===== src/rtl/flash_erase_seq.sv =====
module flash_erase_seq #(
  parameter int ADDR_W     = 16,
  parameter int LAST_ADDR  = 'hFFFF,
  parameter int MAX_PULSES = 1000,
  parameter int ERASE_CYC  = 500000,
  parameter int VERIFY_CYC = 300
) (
  input  logic              clk,
  input  logic              rst_n,
  input  logic              start,
  output logic              busy,
  output logic              pass,
  output logic              fail,
  output logic [1:0]        fail_code,
  output logic [ADDR_W-1:0] last_addr,
  output logic              vpp_en,
  output logic              prog_start,
  output logic [ADDR_W-1:0] prog_addr,
  input  logic              prog_done,
  input  logic              prog_fail,
  output logic              bus_req,
  output logic              bus_we,
  output logic [ADDR_W-1:0] bus_addr,
  output logic [7:0]        bus_wdata,
  input  logic              bus_ack,
  input  logic [7:0]        bus_rdata
);
  localparam int TW = $clog2(ERASE_CYC + VERIFY_CYC + 1);
  localparam int PW = $clog2(MAX_PULSES + 1);
  localparam logic [ADDR_W-1:0] LAST = LAST_ADDR[ADDR_W-1:0];
  localparam logic [7:0] CMD_ERASE  = 8'h20;
  localparam logic [7:0] CMD_VERIFY = 8'hA0;
  localparam logic [7:0] CMD_READ   = 8'h00;

  typedef enum logic [3:0] {
    S_IDLE, S_PRE, S_PREW, S_SET1, S_SET2, S_PULSE,
    S_VCMD, S_VWAIT, S_VRD, S_RDCMD
  } st_t;

  st_t              st;
  logic [ADDR_W-1:0] addr;
  logic [PW-1:0]     pulses;
  logic [TW-1:0]     tmr;
  logic              pass_q, fail_q;
  logic [1:0]        code_q;

  assign busy       = (st != S_IDLE);
  assign vpp_en     = busy;
  assign pass       = pass_q;
  assign fail       = fail_q;
  assign fail_code  = code_q;
  assign last_addr  = addr;
  assign prog_start = (st == S_PRE);
  assign prog_addr  = addr;
  assign bus_req    = (st == S_SET1) || (st == S_SET2) || (st == S_VCMD) ||
                      (st == S_VRD)  || (st == S_RDCMD);
  assign bus_we     = (st != S_VRD);
  assign bus_addr   = addr;
  assign bus_wdata  = (st == S_VCMD)  ? CMD_VERIFY :
                      (st == S_RDCMD) ? CMD_READ   : CMD_ERASE;

  always_ff @(posedge clk) begin
    if (!rst_n) begin
      st     <= S_IDLE;
      addr   <= '0;
      pulses <= '0;
      tmr    <= '0;
      pass_q <= 1'b0;
      fail_q <= 1'b0;
      code_q <= 2'b00;
    end else begin
      case (st)
        S_IDLE: if (start) begin
          addr   <= '0;
          pulses <= '0;
          pass_q <= 1'b0;
          fail_q <= 1'b0;
          code_q <= 2'b00;
          st     <= S_PRE;
        end
        S_PRE: st <= S_PREW;
        S_PREW: if (prog_done) begin
          if (prog_fail) begin
            fail_q <= 1'b1;
            code_q <= 2'b01;
            st     <= S_IDLE;
          end else if (addr == LAST) begin
            addr <= '0;
            st   <= S_SET1;
          end else begin
            addr <= addr + 1'b1;
            st   <= S_PRE;
          end
        end
        S_SET1: if (bus_ack) st <= S_SET2;
        S_SET2: if (bus_ack) begin
          pulses <= pulses + 1'b1;
          tmr    <= TW'(ERASE_CYC - 1);
          st     <= S_PULSE;
        end
        S_PULSE, S_VWAIT: begin
          if (tmr == '0) st <= (st == S_PULSE) ? S_VCMD : S_VRD;
          else           tmr <= tmr - 1'b1;
        end
        S_VCMD: if (bus_ack) begin
          tmr <= TW'(VERIFY_CYC - 1);
          st  <= S_VWAIT;
        end
        S_VRD: if (bus_ack) begin
          if (bus_rdata == 8'hFF) begin
            if (addr == LAST) st <= S_RDCMD;
            else begin
              addr <= addr + 1'b1;
              st   <= S_VCMD;
            end
          end else if (pulses == PW'(MAX_PULSES)) begin
            fail_q <= 1'b1;
            code_q <= 2'b10;
            st     <= S_IDLE;
          end else begin
            st <= S_SET1;
          end
        end
        S_RDCMD: if (bus_ack) begin
          pass_q <= 1'b1;
          st     <= S_IDLE;
        end
        default: st <= S_IDLE;
      endcase
    end
  end
endmodule


===== config.mk =====
export PLATFORM = sky130hd
export DESIGN_NAME = flash_erase_seq
export DESIGN_NICKNAME = d
export VERILOG_FILES = /design/src/rtl/flash_erase_seq.sv
export SDC_FILE = /design/constraint.sdc
export NUM_CORES = 1
export LEC_CHECK = 0
export ABC_AREA = 1
export BUFFER_PORTS_ARGS = -buffer_cell sky130_fd_sc_hd__buf_2
export CAP_MARGIN = 10
export CORE_MARGIN = 2
export CORE_UTILIZATION = 50
export DETAILED_ROUTE_END_ITERATION = 7
export MAX_ROUTING_LAYER = met4
export PLACE_DENSITY = 0.77
export REMOVE_ABC_BUFFERS = 1
export SYNTH_ARGS = -nofsm -noshare
export SYNTH_HDL_FRONTEND = slang
export SYNTH_SLANG_ARGS = --single-unit
export TNS_END_PERCENT = 30

===== constraint.sdc =====
create_clock -name clk -period 1.5 [get_ports clk]
set_input_delay 0.3 -clock clk [delete_from_list [all_inputs] [get_ports clk]]
set_output_delay 0.3 -clock clk [all_outputs]
set_load 0.005 [all_outputs]

==> reports/qor.yml, run 1 <==
logic_synthesis:
  synth.area.top_cells: "dfxtp_1 (28%), nand2_1 (16%), buf_4 (7.8%), nor2_1 (7.7%), a21oi_1 (6.8%)"
  synth.most_common_cell: "nand2_1"
  ys_seq_area_share_pct: 27.73
  ys_warn_count: 0
  netlist_area_mm2: 0.003826
  synth_common_cells: "nand2_1 (164), nor2_1 (78), inv_1 (62), dfxtp_1 (53), a21oi_1 (52)"
  synth-edff-count: 0
  synth_seq_cells: 53
  synth.largest_area_cell: "dfxtp_1"
  synth_flop_cell: "dfxtp_1"
  ys_types: 37
  syn_avg_cell_area_um2: 6.272
  postSynth.asyncResetShare_pct: 0
  synth_top_area_share_pct: 27.73
  synthesis.instances: 610
drt:
  routed_wl_um: 13220
  drtPass1Iterations: 5
  drt-initial-drc-count: 323
  drtAntennaViolNets: 0
  vias_per_cell: 5.459
  vias: 4733
  drc_errors: 0
  post_drt_wl_per_cell_um: 15.25
floorplanning:
  die_x_um: 91.48
  start_util_pct: 52.19
  placementRows: 31
  die_h_um: 91.48
  core_mm2: 0.007331
  dieArea_mm2: 0.008368
  ioPinCount: 79
place:
  gp_congestion: 0.9112
  dp.cells: 834
  postPlaceCellArea_mm2: 0.004728
  portBuffers: 72
  hpwl_um: 8020
sta:
  fin_crit_sh_pct: 112.6
  grt_setup_unrepaired: "yes"
  fin_crit_ns: 1.689
  hold_viol: 0
  fmax_mhz: 592.0
  timing.final.max_slew_violations: 0
  setup_viol: 42
  clock_skew_ns: 0.007473
  setup_slack_ns: -0.1891
clock_network:
  numCtsBuffers: 5
  cts_tree: "done"
  cts_hold_buf: 0
  ctsHtreeMaxLevel: 2
  cts.sinks: 53
  clockRootBuffer: "clkbuf_8"
  cts_buffer_depth: 2
  path_clk_slew_ns: 0.10
  clk_latency_ns: 0.31
critical_path:
  cp.arrival_ns: 1.90
  path_class: "reg2reg"
  end_kind: "flip-flop"
  crit_required_ns: 1.71
  critPathMaxFanout: 3
  start_kind: "flip-flop"
pwr:
  power.density_mw_per_mm2: 1218
  p_leak_nw: 2.724
  finalPower_mw: 6.921
  ir_drop_uv: 1238
finish:
  drive_gt1_share_pct: 42.84
  diodes: 0
  final_nets: 787
  area_growth_pct: 48.46
  final_design_area_no_fill_mm2: 0.005680
  final_cells: 867
grt:
  track_usage_pct: 28.38
  grt_max_degree: 25
  antenna_found_initial: 0
  grt_pass1_vias: 4257
  grt_overflow: 0
  grt_first_pass_wirelength_um: 19150
job:
  drv_cap: 0
outcome:
  violations: "setup timing"
  status: "complete, but fails checks"
min_path:
  min_path_type: "in2reg"
per-layer routing:
metal | share of wire (%) | up-vias | track usage [%]
met2 | 50 | 265 | 48.35
li1 | - | 2229 | -
met3 | 7.5 | 75 | 4.564
met5 | 0 | - | -
met1 | 38 | 2164 | 33.76
met4 | 4.1 | 0 | 10.23
registers in the layout (all words and copies together) (netlist names):
register	flops
bus_addr	16
fail	1
fail_code	2
pass	1
pulses	10
st	4
tmr	19
worst paths after layout:
path	startpoint	end	slack, ns	depth (start not counted)
setup / recovery	bus_addr[9]$_SDFFE_PN0P_	bus_addr[15]$_SDFFE_PN0P_	-0.19	9
hold / removal	prog_fail	fail_code[0]$_SDFFE_PN0P_	0.29	3
setup reg to reg	bus_addr[9]$_SDFFE_PN0P_	bus_addr[15]$_SDFFE_PN0P_	-0.19	9
hold reg to reg	fail$_SDFFE_PN0P_	fail$_SDFFE_PN0P_	0.47	2
timing repair:
action / CTS / global route
gates resized for setup: 83 / 91
buffers inserted: 19 / 6
setup endpoints to repair: 60 / 60
pin swaps: 20 / 34
gates cloned: 2 / 1
placed cells by master, fill, tap and decap left out, drive strengths merged:
master / instances
buf: 194
nand2: 177
nor2: 84
inv: 65
dfxtp: 53
a21oi: 53
nand3: 45
nand4: 20
o21ai: 20
xor2: 10
conb: 6
clkbuf: 6
nor3: 5
ha: 5
a21o: 4
xnor2: 4
nand3b: 4
clkinvlp: 3
clkinv: 3
nor3b: 2
o21bai: 2
a211oi: 1
and2: 1
o211ai: 1
cell families (layout without fill, tap and decap cells):
logic type,after synthesis,count (layout),share of synthesized area [%]
buf+inv,120,271,16.84
simple gates,336,338,38.55
compound gates,81,81,11.94
other cells,1,6,0.09801
fa+ha+maj,5,5,1.635
flops,53,53,27.73
xor+xnor,14,14,3.205
worst max-delay path, cell delays in order, from the launching register on:
cell and delay [ns]:
dfxtp_1 0.35, nand2_1 0.07, nor2_1 0.25, nand2_1 0.14, nor2_1 0.21, nand3_1 0.16, nand2_1 0.19, nand2_1 0.09
nand2_2 0.09, a21oi_1 0.04
power by group:
group	total [mW]	switching, mW	internal, mW
Sequential	1.70	0.140	1.56
Combinational	4.35	2.38	1.97
Clock	0.873	0.506	0.367
Total	6.92	3.02	3.90
stage by stage:
step | utilization, % | worst slack, ns | TNS [ns] | hold WS, ns
2_1_floorplan | - | -0.3858 | -6.315 | 0.4204
3_3_place_gp | 64.50 | -0.1369 | -2.553 | 0.4363
3_5_place_dp | 64.50 | -0.1411 | -4.537 | 0.4560
4_1_cts | 71.57 | -0.1285 | -2.357 | 0.2850
5_1_grt | 77.49 | -0.3198 | -11.02 | 0.2964
6_report | 77.49 | -0.1891 | -5.857 | 0.2916
layout make-up:
type,count,area (um^2)
repair buffers,194,1443
well taps,99,123.9
fillers,491,1650
multi-input cells,444,2636
inverters,69,300.3
clock inverters,1,7.507
clock buffers,6,82.58
flip-flops and latches,53,1079
repair inverters,1,8.758
Note: power is estimated with default switching activity, not from simulation.
==> run 2: changes to the inputs <==
--- a/config.mk
+++ b/config.mk
@@ -5,12 +5,13 @@
 export SDC_FILE = /design/constraint.sdc
 export NUM_CORES = 1
 export LEC_CHECK = 0
-export ABC_AREA = 1
+export ABC_AREA = 0
 export BUFFER_PORTS_ARGS = -buffer_cell sky130_fd_sc_hd__buf_2
 export CAP_MARGIN = 10
 export CORE_MARGIN = 2
-export CORE_UTILIZATION = 50
+export CORE_UTILIZATION = 49
 export DETAILED_ROUTE_END_ITERATION = 7
+export GPL_ROUTABILITY_DRIVEN = 0
 export MAX_ROUTING_LAYER = met4
 export PLACE_DENSITY = 0.77
 export REMOVE_ABC_BUFFERS = 1
==> run 2 against run 1 <==
- the run still ends with setup timing left
- combinational power increased by 51%
- register-to-register slack got worse by 0.26 ns
- core utilization grew 4.1 points
- total power grew 36%
- clock skew up 0.021 ns
- critical path type is now reg2out
- largest power group unchanged
- highest routed layer unchanged
==> reports/qor.yml, run 2 <==
outcome:
  status: "complete, but fails checks"
  violations: "setup timing"
logic_synthesis:
  synth.largest_area_cell: "dfxtp_1"
  synth-edff-count: 0  # unchanged
  synth_seq_cells: 53  # unchanged
  synth_flop_cell: "dfxtp_1"
  synth_common_cells: "dfxtp_1 (53), nor2_1 (51), buf_4 (41), xor2_1 (21), nand2_1 (20)"
  synth.area.top_cells: "dfxtp_1 (32%), buf_4 (9.3%), nor2_1 (5.8%), xor2_1 (5.6%), and3_1 (3.0%)"
  syn_avg_cell_area_um2: 8.234  # +31%
  synthesis.instances: 401  # -34%
  ys_warn_count: 0  # unchanged
  ys_seq_area_share_pct: 32.13  # +4.4 points
  synth.most_common_cell: "dfxtp_1"
  ys_types: 63  # +70%
  netlist_area_mm2: 0.003302  # -14%
  postSynth.asyncResetShare_pct: 0  # unchanged
  synth_top_area_share_pct: 32.13  # +4.4 points
sta:
  timing.final.max_slew_violations: 0  # unchanged
  relSlewSlack_pct: 65.50
  clock_skew_ns: 0.02847  # +0.02099 ns
  timing.hold.ws_ns: 0.4481  # +0.1565 ns
  fin_crit_sh_pct: 130.7  # +18 points
  fin_tns_setup_ns: -16.65  # -10.79 ns
  grt_setup_unrepaired: "yes"
  setup_slack_ns: -0.4605  # -0.2714 ns
  worst_pin_slew_ns: 0.5170
  setup_viol: 59  # +40%
  fin_crit_ns: 1.961  # +0.2714 ns
  hold_viol: 0  # unchanged
  fmax_mhz: 510.1  # -14%
floorplanning:
  placementRows: 29  # -6.5%
  die_x_um: 86.09  # -5.9%
  core_mm2: 0.006422  # -12%
  die_h_um: 86.09  # -5.9%
  ioPinCount: 79  # unchanged
  start_util_pct: 51.41  # -0.78 points
  dieArea_mm2: 0.007411  # -11%
drt:
  drt-initial-drc-count: 330  # +2.2%
  vias_per_cell: 6.264  # +15%
  drtPass1Iterations: 5  # unchanged
  routed_wl_um: 13610  # +2.9%
  drc_errors: 0  # unchanged
  post_drt_wl_per_cell_um: 21.03  # +38%
  vias: 4053  # -14%
  drtAntennaViolNets: 0  # unchanged
clock_network:
  cts.sinks: 53  # unchanged
  clk_latency_ns: 0.34  # +0.03 ns
  ctsHtreeMaxLevel: 2  # unchanged
  cts_hold_buf: 0  # unchanged
  cts_tree: "done"
  numCtsBuffers: 5  # unchanged
  cts_buffer_depth: 2  # unchanged
  clockRootBuffer: "clkbuf_8"
  path_clk_slew_ns: 0.12  # +0.02 ns
place:
  hpwl_um: 6698  # -16%
  portBuffers: 72  # unchanged
critical_path:
  crit_slowest_cell: "dfxtp_4"
  crit_chain: "buf_6, buf_8, or3_1, o21ai_1, buf_2"
  crit_required_ns: 1.20  # -0.51 ns
  cp.arrival_ns: 1.66  # -0.24 ns
  end_kind: "output port"
  path_class: "reg2out"
  start_kind: "flip-flop"
  max_stage_delay_ns: 0.38  # +0.03 ns
  critPathMaxFanout: 11  # +8
  rr_worst_depth: 8  # -1
grt:
  grt_first_pass_wirelength_um: 16550  # -14%
  antenna_found_initial: 0  # unchanged
  grtUsageMet2_pct: 52.57  # +4.2 points
  grt_max_degree: 17  # -32%
  track_usage_pct: 28.77  # +0.39 points
  grt_pass1_vias: 3671  # -14%
  grt_overflow: 0  # unchanged
  grt-busiest-layer: "met2"
  grt.met1_usage_pct: 30.11  # -3.6 points
  met3_usage_pct: 4.331  # -0.23 points
finish:
  largest_reg_flops: 19  # unchanged
  final_cell_mix: "buf_4 (111), buf_2 (71), nor2_1 (37)"
  largest_register: "tmr"
  diodes: 0  # unchanged
  mostFrequentLayoutCell: "buf_4"
  area_growth_pct: 58.66
  final_nets: 589  # -25%
  drive_gt1_share_pct: 58.42  # +16 points
min_path:
  min_path_type: "in2reg"
  hold_path_depth: 3  # unchanged
pwr:
  pwr-share-comb_pct: 70.0  # +7.2 points
  power.share.sequential_pct: 20.7  # -3.9 points
  ir_drop_uv: 953.4  # -23%
  switching_share_pct: 43.99  # +0.32 points
  p_leak_nw: 2.312  # -15%
  power.density_mw_per_mm2: 1791  # +47%
  power.share.clock_pct: 9.3  # -3.3 points
  internal_power_mw: 5.255  # +35%
  switching_power_mw: 4.127  # +37%
job:
  drv_cap: 0  # unchanged
[run 2: cell count changes after synthesis, moves of 16 or more]
cell,before,now
nand2_1,164,20
inv_1,62,10
nand3_1,45,11
a21oi_1,52,19
nor2_1,78,51
and3_1,0,16
[run 2: layout make-up]
cell class,count,area (um^2)
clock buffer,5,68.82
clock inverter,2,16.27
fill,310,1184
inverter,11,50.05
multi-input combinational,287,2322
sequential,53,1101
tap,77,96.34
timing repair buffer,212,1584
[run 2: worst max-delay path: cells and delay by family, from the launching register on]
| family | cells | cell delay [ns] |
|---|---|---|
| AND/OR/NAND/NOR | 1 | 0.38 |
| flip-flops | 1 | 0.38 |
| AO/OA/AOI/OAI | 1 | 0.14 |
| buffers and inverters | 3 | 0.43 |
[run 2: stage by stage]
step                      setup slack (ns)  area [um^2]  total power [mW]  utilization (%)  cells
after detailed placement           -0.3662         4270             6.389            66.49    612
after CTS                          -0.3182         4840             8.251            75.36    634
after global routing               -0.5529         5239             9.781            81.57    647
after global placement             -0.3172         4270             6.223            66.49    612
after floorplan                    -0.6382         2940             4.401                -    350
final                              -0.4605         5239             9.382            81.57    647
[run 2: logic make-up after synthesis]
logic type	synth area share, %
AOI/OAI and AO/OA	17.13
xor gates and xnor gates	8.488
adders and majority gates	1.895
buffers and inverters	12.77
DFF	32.13
muxes	1.250
other	0.1136
and+or+nand+nor	26.22
[run 2: per-layer routing]
| layer | routed length, um | vias up |
|---|---|---|
| li1 | - | 1726 |
| met1 | 4945 | 1931 |
| met2 | 6850 | 290 |
| met3 | 997 | 106 |
| met4 | 811 | 0 |
| met5 | 0 | - |
[run 2: worst paths after layout]
kind / endpoint / from / slack, ns
worst max-delay path: bus_req / st[0]$_SDFFE_PN0P_ / -0.46
worst min register to register: fail$_SDFFE_PN0P_ / fail$_SDFFE_PN0P_ / 0.52
worst min-delay path: st[2]$_SDFFE_PN0P_ / rst_n / 0.45
worst max register to register: pulses[7]$_SDFFE_PN0P_ / st[2]$_SDFFE_PN0P_ / -0.45
[run 2: power by group through the flow]
stage | Sequential, mW | Clock (mW) | Combinational [mW]
finish | 1.94 | 0.871 | 6.57
global route | 1.95 | 0.925 | 6.91
CTS | 1.90 | 0.836 | 5.51
detailed placement | 1.87 | 0 | 4.51
global placement | 1.86 | 0 | 4.36
floorplan | 1.99 | 0 | 2.41
[run 2: timing repair]
item / CTS / global route
buffers inserted: 13 / 14
cloned: 2 / 0
pin swaps: 29 / 56
resized for setup: 92 / 75
setup endpoints to repair: 56 / 59
==> run 3: changes to the inputs <==
--- a/config.mk
+++ b/config.mk
@@ -13,8 +13,9 @@
 export DETAILED_ROUTE_END_ITERATION = 7
 export GPL_ROUTABILITY_DRIVEN = 0
 export MAX_ROUTING_LAYER = met4
-export PLACE_DENSITY = 0.77
+export PLACE_DENSITY_LB_ADDON = 0.2
 export REMOVE_ABC_BUFFERS = 1
+export SLEW_MARGIN = 20
 export SYNTH_ARGS = -nofsm -noshare
 export SYNTH_HDL_FRONTEND = slang
 export SYNTH_SLANG_ARGS = --single-unit
==> run 3 against run 2 <==
- the flow still finishes with violations (setup timing)
- worst hold slack got worse by 0.095 ns
- sequential share of layout area rose by 0.59 points
- non-clock buffer count rose by 2
- critical path type is now reg2reg
- largest cell class unchanged
- largest power group unchanged
- core utilization fell by 2.4 points
- final area fell by 2.9%
- count of clock-buffer cells in the layout did not move
- register-to-register slack improved by 0.11 ns
==> reports/qor.yml, run 3 (same netlist as run 2, synthesis figures left out) <==
critical_path:
  start_kind: "flip-flop"
  cp.arrival_ns: 2.04  # +0.38 ns
  crit_required_ns: 1.70  # +0.50 ns
  crit_slowest_cell: "or3_4"
  end_kind: "flip-flop"
  path_class: "reg2reg"
  crit_chain: "nor4_4, nand2_2, or3_4, xnor2_1, a221oi_1, nor2_1"
  critPathMaxFanout: 3  # -8
  max_stage_delay_ns: 0.43  # +0.05 ns
outcome:
  status: "complete, but fails checks"
  violations: "setup timing"
sta:
  setup_viol: 57  # -3.4%
  fin_crit_sh_pct: 122.9  # -7.8 points
  hold_viol: 0  # unchanged
  clock_skew_ns: 0.01394  # -0.01452 ns
  fin_tns_setup_ns: -12.06  # +4.585 ns
  fmax_mhz: 542.5  # +6.4%
  grt_setup_unrepaired: "yes"
  timing.final.max_slew_violations: 0  # unchanged
  fin_crit_ns: 1.843  # -0.1173 ns
  setup_slack_ns: -0.3432  # +0.1173 ns
finish:
  drive_gt1_share_pct: 55.15  # -3.3 points
  final_cells: 650  # +0.46%
  final_design_area_no_fill_mm2: 0.005085  # -2.9%
  diodes: 0  # unchanged
  final_nets: 591  # +0.34%
  final_cell_mix: "buf_4 (115), buf_2 (72), nor2_1 (41)"
  area_growth_pct: 54.00
  mostFrequentLayoutCell: "buf_4"
  largest_reg_flops: 19  # unchanged
  largest_register: "tmr"
clock_network:
  cts.sinks: 53  # unchanged
  clk_latency_ns: 0.32  # -0.02 ns
  numCtsBuffers: 5  # unchanged
  path_clk_slew_ns: 0.10  # -0.02 ns
  cts_tree: "done"
  clockRootBuffer: "clkbuf_8"
  ctsHtreeMaxLevel: 2  # unchanged
  cts_buffer_depth: 2  # unchanged
  cts_hold_buf: 0  # unchanged
grt:
  track_usage_pct: 26.14  # -2.6 points
  grt_overflow: 0  # unchanged
  grt_pass1_vias: 3487  # -5.0%
  grt_first_pass_wirelength_um: 15540  # -6.1%
  grt_max_degree: 18  # +1
  antenna_found_initial: 0  # unchanged
place:
  dp.cells: 618  # +0.98%
  hpwl_um: 6539  # -2.4%
  dp_slack_ns: -0.3909  # -0.02468 ns
  portBuffers: 72  # unchanged
  postPlaceCellArea_mm2: 0.004315  # +1.1%
floorplanning:
  die_h_um: 86.09  # unchanged
  dieArea_mm2: 0.007411  # unchanged
  ioPinCount: 79  # unchanged
  placementRows: 29  # unchanged
  die_x_um: 86.09  # unchanged
  start_util_pct: 51.41  # unchanged
  core_mm2: 0.006422  # unchanged
pwr:
  finalPower_mw: 9.131  # -2.7%
  power.density_mw_per_mm2: 1796  # +0.27%
  p_leak_nw: 2.316  # +0.19%
  ir_drop_uv: 912.3  # -4.3%
drt:
  drtAntennaViolNets: 0  # unchanged
  drtPass1Iterations: 7  # +2
  vias: 3779  # -6.8%
  post_drt_wl_per_cell_um: 16.96  # -19%
  vias_per_cell: 5.814  # -7.2%
  routed_wl_um: 11030  # -19%
  drc_errors: 0  # unchanged
  drt-initial-drc-count: 229  # -31%
job:
  drv_cap: 0  # unchanged
min_path:
  min_path_type: "in2reg"
run 3: changes by cell type in the layout (fill, tap and decap cells not counted), moves of 3 or more:
| cell | previous run | this run |
|---|---|---|
| nor2_1 | 37 | 41 |
| dfxtp_2 | 17 | 12 |
| xor2_2 | 3 | 0 |
| o2111ai_1 | 0 | 3 |
| buf_8 | 4 | 1 |
| xor2_1 | 18 | 21 |
| dfxtp_1 | 31 | 35 |
| buf_4 | 111 | 115 |
| nor2_4 | 9 | 4 |
run 3: per-layer routing:
layer	vias to the layer above	wire length [um]	global-route usage [%]
li1	1738	-	-
met1	1782	4310	29.91
met2	209	5585	44.82
met3	50	657	4.427
met4	0	472	11.26
met5	-	0	-
run 3: final cells by class:
type | count | area (um^2)
multi-input cells | 287 | 2150
repair buffers | 214 | 1577
clock inverters | 3 | 43.79
flip-flops and latches | 53 | 1099
fillers | 388 | 1338
inverters | 11 | 51.30
well taps | 77 | 96.34
clock buffers | 5 | 68.82
run 3: repair_timing:
action,in CTS,in global routing
pin swaps,30,37
buffers inserted,8,12
gates resized for setup,75,55
cloned,2,2
endpoints found under the setup margin,57,58
run 3: final timing paths:
path,start,to,slack [ns],cells after the start
max,tmr[0]$_SDFFE_PN0P_,tmr[15]$_SDFFE_PN0P_,-0.34,6
min,rst_n,fail_code[1]$_SDFFE_PN0P_,0.35,3
max reg2reg,tmr[0]$_SDFFE_PN0P_,tmr[15]$_SDFFE_PN0P_,-0.34,6
min reg2reg,fail_code[1]$_SDFFE_PN0P_,fail_code[1]$_SDFFE_PN0P_,0.49,2
run 3: metrics by stage:
stage / hold WS, ns / util (%)
3_3_place_gp: 0.4569 / 67.19
5_1_grt: 0.3925 / 79.17
6_report: 0.3532 / 79.17
3_5_place_dp: 0.4691 / 67.19
4_1_cts: 0.3534 / 73.76
2_1_floorplan: 0.4085 / -
run 3: report_power, final:
part | internal (mW) | total [mW] | switching (mW)
Combinational | 3.04 | 6.17 | 3.13
Sequential | 1.69 | 1.95 | 0.264
Clock | 0.501 | 1.01 | 0.510
run 3: critical path: cells and delay by family (launching register included):
kind | cells | cell delay [ns]
simple gates | 4 | 0.98
flops | 1 | 0.38
compound gates | 1 | 0.23
xor+xnor | 1 | 0.13
